File: src/rtl/fwd_pkg.sv
package fwd_pkg;
    localparam int TAG_W      = 5;
    localparam int N_SRC      = 4;
    localparam int SEL_W      = N_SRC + 1;
    localparam int SQUASH_BIT = 0;

    localparam int SRC_EX  = 0;
    localparam int SRC_D1  = 1;
    localparam int SRC_D2  = 2;
    localparam int SRC_DIN = 3;

    typedef enum logic [1:0] {
        IT_LOAD   = 2'd0,
        IT_STORE  = 2'd1,
        IT_ALU    = 2'd2,
        IT_BRANCH = 2'd3
    } itype_e;

    typedef struct packed {
        logic             v;
        logic [TAG_W-1:0] rd;
        logic             wr;
        itype_e           ty;
    } slot_t;

    typedef struct packed {
        logic  i1;
        logic  i2;
        logic  de;
        slot_t ex;
        slot_t d1;
        slot_t d2;
        slot_t dw;
        logic  fl;
        logic  sq;
    } pipe_t;
endpackage

File: src/rtl/fwd_pipe.sv
module fwd_pipe
    import fwd_pkg::*;
(
    input  logic             clk,
    input  logic             rst_n,
    input  logic             stall,
    input  logic             fetch_valid,
    input  logic [TAG_W-1:0] de_rd,
    input  logic             de_wr,
    input  logic [1:0]       de_type,
    input  logic             br_taken,
    output slot_t            ex_o,
    output slot_t            d1_o,
    output slot_t            d2_o,
    output slot_t            dw_o,
    output logic             flush_dp
);
    pipe_t q, d;
    logic  i2_live, de_live, ex_live;

    // The flush registered last cycle masks the stages the victims now occupy
    always_comb begin
        i2_live = q.i2 & ~q.fl;
        de_live = q.de & ~q.fl;
        ex_live = q.ex.v & ~(q.fl & q.sq);
        d = q;
        if (!stall) begin
            d.i1    = fetch_valid;
            d.i2    = q.i1;
            d.de    = i2_live;
            d.ex.v  = de_live;
            d.ex.rd = de_rd;
            d.ex.wr = de_wr;
            d.ex.ty = itype_e'(de_type);
            d.d1    = q.ex;
            d.d1.v  = ex_live;
            d.d2    = q.d1;
            d.dw    = q.d2;
            d.fl    = ex_live && (q.ex.ty == IT_BRANCH) && br_taken;
            d.sq    = q.ex.rd[SQUASH_BIT];
        end
    end

    always_ff @(posedge clk or negedge rst_n) begin
        if (!rst_n) begin
            q <= '0;
        end else begin
            q <= d;
        end
    end

    always_comb begin
        ex_o     = q.ex;
        ex_o.v   = ex_live;
        d1_o     = q.d1;
        d2_o     = q.d2;
        dw_o     = q.dw;
        flush_dp = q.fl & q.sq;
    end
endmodule

File: src/rtl/fwd_pick.sv
module fwd_pick #(
    parameter int N = 4,
    parameter int W = 5
) (
    input  logic [W-1:0]        rs,
    input  logic [N-1:0]        live,
    input  logic [N-1:0][W-1:0] tags,
    output logic [N:0]          sel
);
    logic [N-1:0] hit;
    logic         found;

    for (genvar k = 0; k < N; k++) begin : g_cmp
        assign hit[k] = live[k] && (tags[k] == rs);
    end

    // Index 0 is the youngest source, so the first hit wins
    always_comb begin
        sel   = '0;
        found = 1'b0;
        for (int k = 0; k < N; k++) begin
            if (hit[k] && !found) begin
                sel[k] = 1'b1;
                found  = 1'b1;
            end
        end
        sel[N] = !found;
    end
endmodule

File: src/rtl/fwd_ctrl.sv
module fwd_ctrl
    import fwd_pkg::*;
(
    input  logic             clk,
    input  logic             rst_n,
    input  logic             stall,
    input  logic             fetch_valid,
    input  logic [TAG_W-1:0] de_rd,
    input  logic             de_wr,
    input  logic [1:0]       de_type,
    input  logic [TAG_W-1:0] de_rs1,
    input  logic [TAG_W-1:0] de_rs2,
    input  logic             br_taken,
    output logic [SEL_W-1:0] sel_a,
    output logic [SEL_W-1:0] sel_b,
    output logic             flush_dp,
    output logic             rf_we,
    output logic [TAG_W-1:0] rf_waddr,
    output logic             din_load
);
    localparam int N_OPS = 2;

    slot_t                         ex_s, d1_s, d2_s, dw_s;
    logic [N_SRC-1:0]              live;
    logic [N_SRC-1:0][TAG_W-1:0]   tags;
    logic [N_OPS-1:0][TAG_W-1:0]   rs_arr;
    logic [N_OPS-1:0][SEL_W-1:0]   sel_arr;
    logic [TAG_W-1:0]              ex_rd_w;

    fwd_pipe u_pipe (
        .clk         (clk),
        .rst_n       (rst_n),
        .stall       (stall),
        .fetch_valid (fetch_valid),
        .de_rd       (de_rd),
        .de_wr       (de_wr),
        .de_type     (de_type),
        .br_taken    (br_taken),
        .ex_o        (ex_s),
        .d1_o        (d1_s),
        .d2_o        (d2_s),
        .dw_o        (dw_s),
        .flush_dp    (flush_dp)
    );

    // Result registers behind EX/D1/D2 hold no load data; that arrives in DW
    always_comb begin
        live[SRC_EX]  = ex_s.v && ex_s.wr && (ex_s.ty != IT_LOAD);
        live[SRC_D1]  = d1_s.v && d1_s.wr && (d1_s.ty != IT_LOAD);
        live[SRC_D2]  = d2_s.v && d2_s.wr && (d2_s.ty != IT_LOAD);
        live[SRC_DIN] = dw_s.v && dw_s.wr && (dw_s.ty == IT_LOAD);
        tags[SRC_EX]  = ex_s.rd;
        tags[SRC_D1]  = d1_s.rd;
        tags[SRC_D2]  = d2_s.rd;
        tags[SRC_DIN] = dw_s.rd;
    end

    assign rs_arr[0] = de_rs1;
    assign rs_arr[1] = de_rs2;

    for (genvar op = 0; op < N_OPS; op++) begin : g_op
        fwd_pick #(
            .N (N_SRC),
            .W (TAG_W)
        ) u_pick (
            .rs   (rs_arr[op]),
            .live (live),
            .tags (tags),
            .sel  (sel_arr[op])
        );
    end

    assign sel_a    = sel_arr[0];
    assign sel_b    = sel_arr[1];
    assign rf_we    = dw_s.v && dw_s.wr;
    assign rf_waddr = dw_s.rd;
    assign din_load = dw_s.v && (dw_s.ty == IT_LOAD);
    assign ex_rd_w  = ex_s.rd;
endmodule

File: config.mk
export PLATFORM = sky130hd
export DESIGN_NAME = fwd_ctrl
export DESIGN_NICKNAME = d
export VERILOG_FILES = /design/src/rtl/fwd_pkg.sv /design/src/rtl/fwd_pipe.sv /design/src/rtl/fwd_pick.sv /design/src/rtl/fwd_ctrl.sv
export SDC_FILE = /design/constraint.sdc
export NUM_CORES = 1
export LEC_CHECK = 0
export BUFFER_PORTS_ARGS = -buffer_cell sky130_fd_sc_hd__buf_2
export CAP_MARGIN = 10
export CORE_MARGIN = 3
export CORE_UTILIZATION = 59
export CTS_CLUSTER_SIZE = 30
export DETAILED_ROUTE_END_ITERATION = 10
export PLACE_DENSITY = 0.86
export SYNTH_ARGS = -nofsm -noshare
export SYNTH_HDL_FRONTEND = slang
export SYNTH_SLANG_ARGS = --single-unit
File: constraint.sdc
create_clock -name clk -period 4.2 [get_ports clk]
set_clock_uncertainty 0.15 [all_clocks]
set_input_delay 0.42 -clock clk [delete_from_list [all_inputs] [get_ports clk]]
set_output_delay 0.42 -clock clk [all_outputs]
set_load 0.02 [all_outputs]
# --- Word-level counts from Yosys, hierarchy flattened ---
# Cells that the tools add are included.
# W data, S select, Z words.
totals:
  elab_cells: 87
  inputBits: 23
  output_inout_bits: 18
  ff_bits: 41
op_classes:
  n_mux: 14
  n_reduce_logical: 37
  bitwise: 6
  eq_ne: 9
op_table:
  columns: ["cell", "count"]
  rows:
  - ["$eq A5 B5 Y1", 8]
  - ["$logic_and A1 B1 Y1", 25]
  - ["$mux W1", 14]
  - ["$logic_not A1 Y1", 8]
  - ["$reduce_bool A2 Y1", 3]
  - ["$and A1 B1 Y1", 4]
  - ["$eq A2 B2 Y1 const B", 1]
  - ["$logic_not A2 Y1", 1]
  - ["$not A1 Y1", 2]

# --- Longest topological paths before layout ---
# Gate-level depths: netlist of run 1.
logic_depth:
  depth_word: 17
  ltp_mapped: 4

# --- Modules after synthesis ---
# From an unflattened synthesis of run 1, not the netlist that was laid out.
hier_totals:
  cells_unflattened: 203
  hier_area_um2: 2563.7
by_module_without_submodules:
  columns: ["module", "seq_area_each_um2", "area_per_inst_um2", "instances", "cells_each"]
  rows:
  - ["fwd_pipe", 1001.0, 1954.4, 1, 131]
  - ["fwd_pick", 0.0, 276.5, 2, 33]
  - ["fwd_ctrl", 0.0, 56.3, 1, 6]

# --- Least setup slack after synthesis of run 1 ---
# Ideal clock, no wire load.
synth_timing:
  path_type: "flip-flop to output port"
  startpoint: "register u_pipe.q (netlist bit u_pipe.dw_o[1])"
  endpoint: "output sel_a[3]"
  path_slack_ps: 1872
  arrival_ps: 1758
  stages_incl_launch_ff: 5
  path_cell_list: "dfrtp_1 -> nor3b_1 -> and2_1 -> nand4_1 -> nor3_1"
synth_via:
  elab_chain_len: 5
synth_rtl:
  columns: ["item", "line", "rtl"]
  rows:
  - ["start, declared", "fwd_pipe.sv:18", "pipe_t q, d;"]
  - ["start signal, assigned", "fwd_pipe.sv:46", "q <= '0;"]
  - ["start signal, assigned", "fwd_pipe.sv:48", "q <= d;"]
  - ["$logic_not A2 Y1", "fwd_ctrl.sv:51", "live[SRC_DIN] = dw_s.v && dw_s.wr && (dw_s.ty == IT_LOAD);"]
  - ["$logic_and A1 B1 Y1", "fwd_ctrl.sv:51", null]
  - ["$logic_and A1 B1 Y1", "fwd_pick.sv:14", "assign hit[k] = live[k] && (tags[k] == rs);"]
  - ["$logic_and A1 B1 Y1", "fwd_pick.sv:22", "if (hit[k] && !found) begin"]
  - ["$mux W1", "fwd_pick.sv:22", null]
  - ["end, declared", "fwd_ctrl.sv:14", "output logic [SEL_W-1:0] sel_a,"]
# No other way between the ends.

# --- Worst setup path in the final report of run 1 ---
layout_timing:
  startpoint: "register u_pipe.q (netlist bit u_pipe.d1_o[3])"
  endpoint: "output sel_b[2]"
layout_via:
  elab_chain_len: 7
layout_rtl:
  columns: ["item", "line", "rtl"]
  rows:
  - ["$eq A5 B5 Y1", "fwd_pick.sv:14", null]
  - ["$logic_and A1 B1 Y1", "fwd_pick.sv:14", null]
  - ["$logic_and A1 B1 Y1", "fwd_pick.sv:22", null]
  - ["$mux W1", "fwd_pick.sv:22", null]
  - ["$logic_not A1 Y1", "fwd_pick.sv:22", null]
  - ["$logic_and A1 B1 Y1", "fwd_pick.sv:22", null]
  - ["$mux W1", "fwd_pick.sv:22", null]
  - ["end, declared", "fwd_ctrl.sv:15", "output logic [SEL_W-1:0] sel_b,"]
# No other way between the ends.

==> results of run 1 <==
[registers in the layout, summed over array words and instances, names as in the netlist]
register / cells
u_pipe.d1_o: 9
u_pipe.ex_o: 8
u_pipe.dw_o: 9
u_pipe.q: 5
u_pipe.d2_o: 9
[kinds of logic after synthesis]
family                    count (synthesis)  synth area share
xor gates and xnor gates                 40            0.1619
DFF                                      40            0.4627
muxes                                    37            0.1926
and+or+nand+nor                          35            0.1180
buffers and inverters                    10           0.02834
AOI/OAI and AO/OA                         8           0.03644
[power by group through the flow]
stage               Combinational (mW)  Clock [mW]  Sequential, mW
finish                           0.248       0.318           0.528
CTS                              0.250       0.321           0.527
global placement                 0.238           0           0.528
global route                     0.271       0.335           0.538
floorplan                        0.203           0           0.512
detailed placement               0.248           0           0.535
[through the flow]
step	hold slack (ns)	util	power [mW]	instances	setup slack [ns]
6_report	0.07003	0.7194	1.093	254	1.757
5_1_grt	0.1428	0.7194	1.144	254	1.648
3_5_place_dp	0.3324	0.6856	0.7830	246	2.052
2_1_floorplan	-0.02559	-	0.7145	170	1.872
4_1_cts	0.1067	0.7194	1.098	254	1.768
3_3_place_gp	0.3142	0.6856	0.7663	246	2.108
[worst max-delay path by stage]
stage	start	endpoint	slack, ns
after floorplan	u_pipe.dw_o[1]$_DFFE_PN0N_	sel_a[3]	1.87
after global placement	de_rs2[2]	sel_b[2]	2.11
after detailed placement	de_rs2[1]	sel_b[2]	2.05
after CTS	u_pipe.d1_o[3]$_DFFE_PN0N_	sel_b[2]	1.77
after global routing	u_pipe.d2_o[7]$_DFFE_PN0N_	sel_b[2]	1.65
final	u_pipe.d1_o[3]$_DFFE_PN0N_	sel_b[2]	1.76
[worst reg2reg max path: stages (launching register included)]
cell	delay (ns)
dfrtp_1	0.49
a21boi_4	0.24
nand4_1	0.11
o21ai_0	0.17
[cell usage after synthesis (all sizes together)]
| cell type | instances | area share |
|---|---|---|
| mux2 | 37 | 0.19 |
| buf | 9 | 0.027 |
| o22ai | 1 | 0.0029 |
| clkbuf | 1 | 0.0017 |
| nor4b | 2 | 0.011 |
| nand2b | 3 | 0.0087 |
| and3 | 1 | 0.0052 |
| nand4 | 6 | 0.017 |
| nor4 | 4 | 0.028 |
| a21boi | 1 | 0.0087 |
| nand2 | 4 | 0.0069 |
| xnor2 | 25 | 0.10 |
| nor3 | 4 | 0.0093 |
| and2 | 3 | 0.0087 |
| nor3b | 3 | 0.010 |
| xor2 | 15 | 0.061 |
| or2 | 1 | 0.0029 |
| o21ai | 3 | 0.0069 |
| o211a | 1 | 0.0046 |
| dfrtp | 40 | 0.46 |
| nor2b | 1 | 0.0029 |
| o211ai | 2 | 0.013 |
| nand3 | 2 | 0.0046 |
| nor2 | 1 | 0.0017 |
[final cells by class]
class	instances	area, µm²	area share
clock buffers	5	68.82	0.02779
clock inverters	3	47.55	0.01920
multi-input cells	120	1101	0.4447
flip-flops and latches	40	1001	0.4042
well taps	46	57.56	0.02324
repair buffers	40	200.2	0.08085
[per-layer routing]
| metal | wire, µm | GRT usage | share of wire | up-vias |
|---|---|---|---|---|
| met3 | 184 | 0.04553 | 0.044 | 9 |
| met4 | 99 | 0.09898 | 0.024 | 0 |
| li1 | - | - | - | 664 |
| met1 | 1842 | 0.2464 | 0.44 | 694 |
| met2 | 2017 | 0.3527 | 0.49 | 37 |
| met5 | 0 | 0 | 0 | - |
==> results.json, run 1 <==
{
  "status": "finished, final reports clean",
  "holdBufCountCts": 0,
  "syn_area_per_cell_um2": 12.73,
  "drive_gt1_frac": 0.4471,
  "vias_per_cell": 5.528,
  "grt_pass1_wl_mm": 6.624,
  "rsz0062_at_grt": "false",
  "core-area_mm2": 0.003442,
  "slew_violations": 0,
  "die_area_mm2": 0.004429,
  "area_growth_pct": 14.46,
  "cts_tree": "done",
  "post-route-min-period_ns": 2.443,
  "dp_hpwl_mm": 3.064,
  "power_frac_clock": 0.290,
  "clk_pin_slew_ns": 0.08,
  "numCtsBuffers": 5,
  "gp_congestion": 0.9294,
  "finalHoldViolations": 0,
  "cpPeakStageDelay_ns": 0.49,
  "setup_tns_ns": 0,
  "maxCapViolCount": 0,
  "r2r-start": "u_pipe.d1_o[3]$_DFFE_PN0N_",
  "path_max_fanout": 6,
  "powerDensity_mw_per_mm2": 441.4,
  "ir_worst_vdd_v": 0.0002676,
  "setup_violations": 0,
  "drt-initial-drc-count": 51,
  "vias": 1404,
  "rows": 21,
  "synth_cell_types": 29,
  "crit_family": "simple AND/OR/NAND/NOR gates",
  "p_sw_uw": 330.5,
  "yosysSeqAreaShare": 0.4627,
  "cts.sinks": 40,
  "cts_root_buffer": "clkbuf_8",
  "syn_inst": 170,
  "switching_share": 0.3023,
  "crit_chain": "a21boi_4 -> o211ai_4 -> nor4_4 -> nor3b_1 -> buf_2",
  "cp_data_arrival_time_ns": 1.87,
  "drc_errors": 0,
  "clkLatencyLatePin_ns": 0.30,
  "die_w_um": 66.55,
  "diodes": 0,
  "cts_buffer_depth": 2,
  "reg2reg_slack_ns": 2.95,
  "r2r-end": "u_pipe.q[1]$_DFFE_PN0N_",
  "crit_cells": 5,
  "io_pins": 41,
  "syn-num-nets": 193,
  "nFillCells": 227,
  "grt_usage": 0.2071,
  "post-route-period-util": 0.5817,
  "finish.net_count": 230,
  "worst_slew_pin_slew_ns": 0.8746,
  "postPlaceCellArea_mm2": 0.002360,
  "cp.required_ns": 3.63,
  "final_cell_mix": "40 x buf_2, 40 x dfrtp_1, 37 x mux2_2, 25 x xnor2_1, 15 x xor2_1",
  "ant_nets": 0,
  "end_kind": "output pin",
  "port_buffers": 40,
  "crit_type": "flop to output pin",
  "p_comb_frac": 0.227,
  "netlist_area_mm2": 0.002163,
  "grt_max_degree": 44,
  "postCtsSetupBuffers": 0,
  "leakage_nw": 1.063,
  "p_int_uw": 762.6,
  "post_cts_resize_count": 0,
  "wire_per_inst_um": 16.31,
  "cts_max_level": 2,
  "start_util": 0.6285,
  "power.share.sequential": 0.483,
  "max_freq_mhz": 409.3,
  "fin_area_mm2": 0.002476,
  "grt_pass1_vias": 1436,
  "yosys_warnings": 0,
  "crit_buf_inv": 1,
  "antenna_found_initial": 0,
  "hp-class": "input pin to async pin",
  "reg2regPathDepth": 3,
  "wirelength_mm": 4.144,
  "slew_headroom": 0.4169,
  "firstDrtPassIters": 4,
  "worstSetupStartpointType": "flop",
  "grt-ovfl-total": 0,
  "cpMaxStageDelayCell": "dfrtp_1",
  "die_y_um": 66.55,
  "ys_ff_latch": 40
}
Note: power is estimated with default switching activity, not from simulation.
==> run 2: changes to the inputs <==
--- a/config.mk
+++ b/config.mk
@@ -5,13 +5,14 @@
 export SDC_FILE = /design/constraint.sdc
 export NUM_CORES = 1
 export LEC_CHECK = 0
+export ABC_AREA = 1
 export BUFFER_PORTS_ARGS = -buffer_cell sky130_fd_sc_hd__buf_2
 export CAP_MARGIN = 10
 export CORE_MARGIN = 3
-export CORE_UTILIZATION = 59
+export CORE_UTILIZATION = 50
 export CTS_CLUSTER_SIZE = 30
 export DETAILED_ROUTE_END_ITERATION = 10
-export PLACE_DENSITY = 0.86
+export PLACE_DENSITY = 0.77
 export SYNTH_ARGS = -nofsm -noshare
 export SYNTH_HDL_FRONTEND = slang
 export SYNTH_SLANG_ARGS = --single-unit
==> constraint.sdc (replaced) <==
create_clock -name clk -period 1.95 [get_ports clk]
set_clock_uncertainty 0.15 [all_clocks]
set_input_delay 0.195 -clock clk [delete_from_list [all_inputs] [get_ports clk]]
set_output_delay 0.195 -clock clk [all_outputs]
set_load 0.02 [all_outputs]
==> results.json, run 2 <==
{
  "status": "finished, final reports clean",
  "worst_slew_pin_slew_ns": 0.5026,
  "reg2regPathDepth": 3,
  "rows": 24,
  "antenna_found_initial": 0,
  "io_pins": 41,
  "drt-initial-drc-count": 105,
  "cp_data_arrival_time_ns": 1.50,
  "rsz0062_at_grt": "false",
  "area_growth_pct": 16.89,
  "gp_congestion": 0.8673,
  "firstDrtPassIters": 4,
  "finish.net_count": 419,
  "drc_errors": 0,
  "synth_xor_area_frac": 0.03335,
  "wire_per_inst_um": 11.22,
  "dp_hpwl_mm": 3.738,
  "ys.flop_type": "dfrtp_1",
  "r2r-start": "u_pipe.d1_o[3]$_DFFE_PN0N_",
  "slew_headroom": 0.6649,
  "synth_edf_count": 0,
  "cts_max_level": 2,
  "yosysSeqAreaShare": 0.4235,
  "syn_area_per_cell_um2": 6.753,
  "syn-num-nets": 373,
  "powerDensity_mw_per_mm2": 721.1,
  "cts_buffer_depth": 2,
  "vias": 2152,
  "whs_ns": 0.03865,
  "cts_root_buffer": "clkbuf_8",
  "grt-ovfl-total": 0,
  "setup_slack_ns": 0.1003,
  "wirelength_mm": 5.027,
  "synth.top_cell.area_share": 0.4235,
  "end_kind": "output pin",
  "grt_pass1_wl_mm": 8.328,
  "setup_tns_ns": 0,
  "slew_violations": 0,
  "holdPathEnd": "u_pipe.q[1]$_DFFE_PN0N_",
  "port_buffers": 40,
  "grt_usage": 0.1967,
  "worstSetupStartpointType": "flop",
  "synth_fa_ha_area_frac": 0,
  "setup_violations": 0,
  "netlist_top_cells_area": "dfrtp_1 42%, nand2_1 25%, o21ai_0 6.4%",
  "layout_commonest_cell": "nand2_1",
  "start_util": 0.5318,
  "netlist_area_mm2": 0.002364,
  "hp-class": "input pin to flop",
  "synth-simple-area-share": 0.3679,
  "min_from": "br_taken",
  "r2r-end": "u_pipe.q[1]$_DFFE_PN0N_",
  "muxShareOfSynthArea": 0,
  "numCtsBuffers": 5,
  "async_flop_share": 1.000,
  "maxCapViolCount": 0,
  "grt_pass1_vias": 1934,
  "synth_most_common_cell": "nand2_1",
  "cp.required_ns": 1.60,
  "syn_inst": 350,
  "die_y_um": 74.76,
  "yosys_warnings": 0,
  "finalHoldViolations": 0,
  "ant_nets": 0,
  "final_util": 0.6216,
  "vias_per_cell": 4.804,
  "ys_ff_latch": 40,
  "nFillCells": 410,
  "synth_common_cells": "157 x nand2_1, 40 x dfrtp_1, 31 x inv_1",
  "drive_gt1_frac": 0.1970,
  "die_w_um": 74.76,
  "cts.sinks": 40,
  "diodes": 0,
  "post-route-min-period_ns": 1.850,
  "core-area_mm2": 0.004444,
  "max_freq_mhz": 540.6,
  "reg2reg_slack_ns": 0.85,
  "whs_path_depth": 3,
  "grt_max_degree": 51,
  "crit_type": "flop to output pin",
  "die_area_mm2": 0.005588,
  "clk_pin_slew_ns": 0.07,
  "synth_top_family_by_area": "simple AND/OR/NAND/NOR gates",
  "clkLatencyLatePin_ns": 0.29,
  "cts_tree": "done",
  "synth_compound_area_frac": 0.07411,
  "post-route-period-util": 0.9486,
  "dp_slack_ns": 0.3993,
  "leakage_nw": 1.587,
  "ir_worst_vdd_v": 0.0004727,
  "synth_cell_types": 23,
  "path_max_fanout": 5,
  "yosysTopAreaCell": "dfrtp_1",
  "final_cell_mix": "157 x nand2_1, 39 x buf_2, 39 x dfrtp_1, 30 x inv_1, 30 x o21ai_0"
}
run 2: worst max-delay path by stage:
stage,startpoint,to,slack [ns],cells after the start
after global routing,u_pipe.dw_o[1]$_DFFE_PN0N_,sel_a[3],0.005,6
after global placement,u_pipe.d1_o[3]$_DFFE_PN0N_,sel_b[3],0.45,9
after CTS,u_pipe.d1_o[3]$_DFFE_PN0N_,sel_a[3],0.08,9
final,u_pipe.d1_o[3]$_DFFE_PN0N_,sel_a[3],0.10,9
after floorplan,u_pipe.dw_o[1]$_DFFE_PN0N_,sel_a[4],0.33,4
after detailed placement,u_pipe.d1_o[3]$_DFFE_PN0N_,sel_a[1],0.40,7
run 2: worst max-delay path, cell delays in order (launching register included):
cell and delay (ns):
dfrtp_2 0.44, nand2_2 0.10, nand2_2 0.07, inv_2 0.07, nand2_4 0.06, nor2_1 0.14, nand2_2 0.08, nand3_2 0.08
nor2_1 0.04, buf_2 0.15
run 2: power breakdown:
part / internal (mW) / switching [mW]
Combinational: 0.169 / 0.284
Sequential: 0.926 / 0.0840
Clock: 0.242 / 0.287
run 2: kinds of logic after synthesis:
kind of cell           Yosys count
AO/OA/AOI/OAI                   34
XOR/XNOR                         9
buffers and inverters           56
flip-flops                      40
AND/OR/NAND/NOR                211
run 2: area by class of cell:
cell class | count | area (µm²) | area share
flip-flops and latches | 40 | 1002 | 0.3628
multi-input cells | 254 | 1131 | 0.4094
repair buffers | 53 | 325.3 | 0.1178
well taps | 52 | 65.06 | 0.02355
inverters | 42 | 157.7 | 0.05707
clock buffers | 5 | 68.82 | 0.02491
clock inverters | 2 | 12.51 | 0.004529
run 2: per-layer routing:
| layer | track usage | routed length [µm] |
|---|---|---|
| met5 | 0 | 0 |
| met4 | 0.05336 | 70 |
| met3 | 0.04272 | 230 |
| met2 | 0.3210 | 2289 |
| met1 | 0.2659 | 2437 |
run 2: through the flow:
step | cell area, µm² | power [mW] | instances
3_3_place_gp | 2570 | 1.451 | 431
6_report | 2763 | 1.992 | 448
5_1_grt | 2763 | 2.128 | 448
4_1_cts | 2751 | 2.008 | 448
2_1_floorplan | 2364 | 1.337 | 350
3_5_place_dp | 2570 | 1.463 | 431
run 2: what timing repair did:
item                       CTS  global route
setup endpoints to repair    0             5
gates resized for setup      0             5
setup buffers                0             0
hold endpoints to repair    49             0
hold buffers                10             0
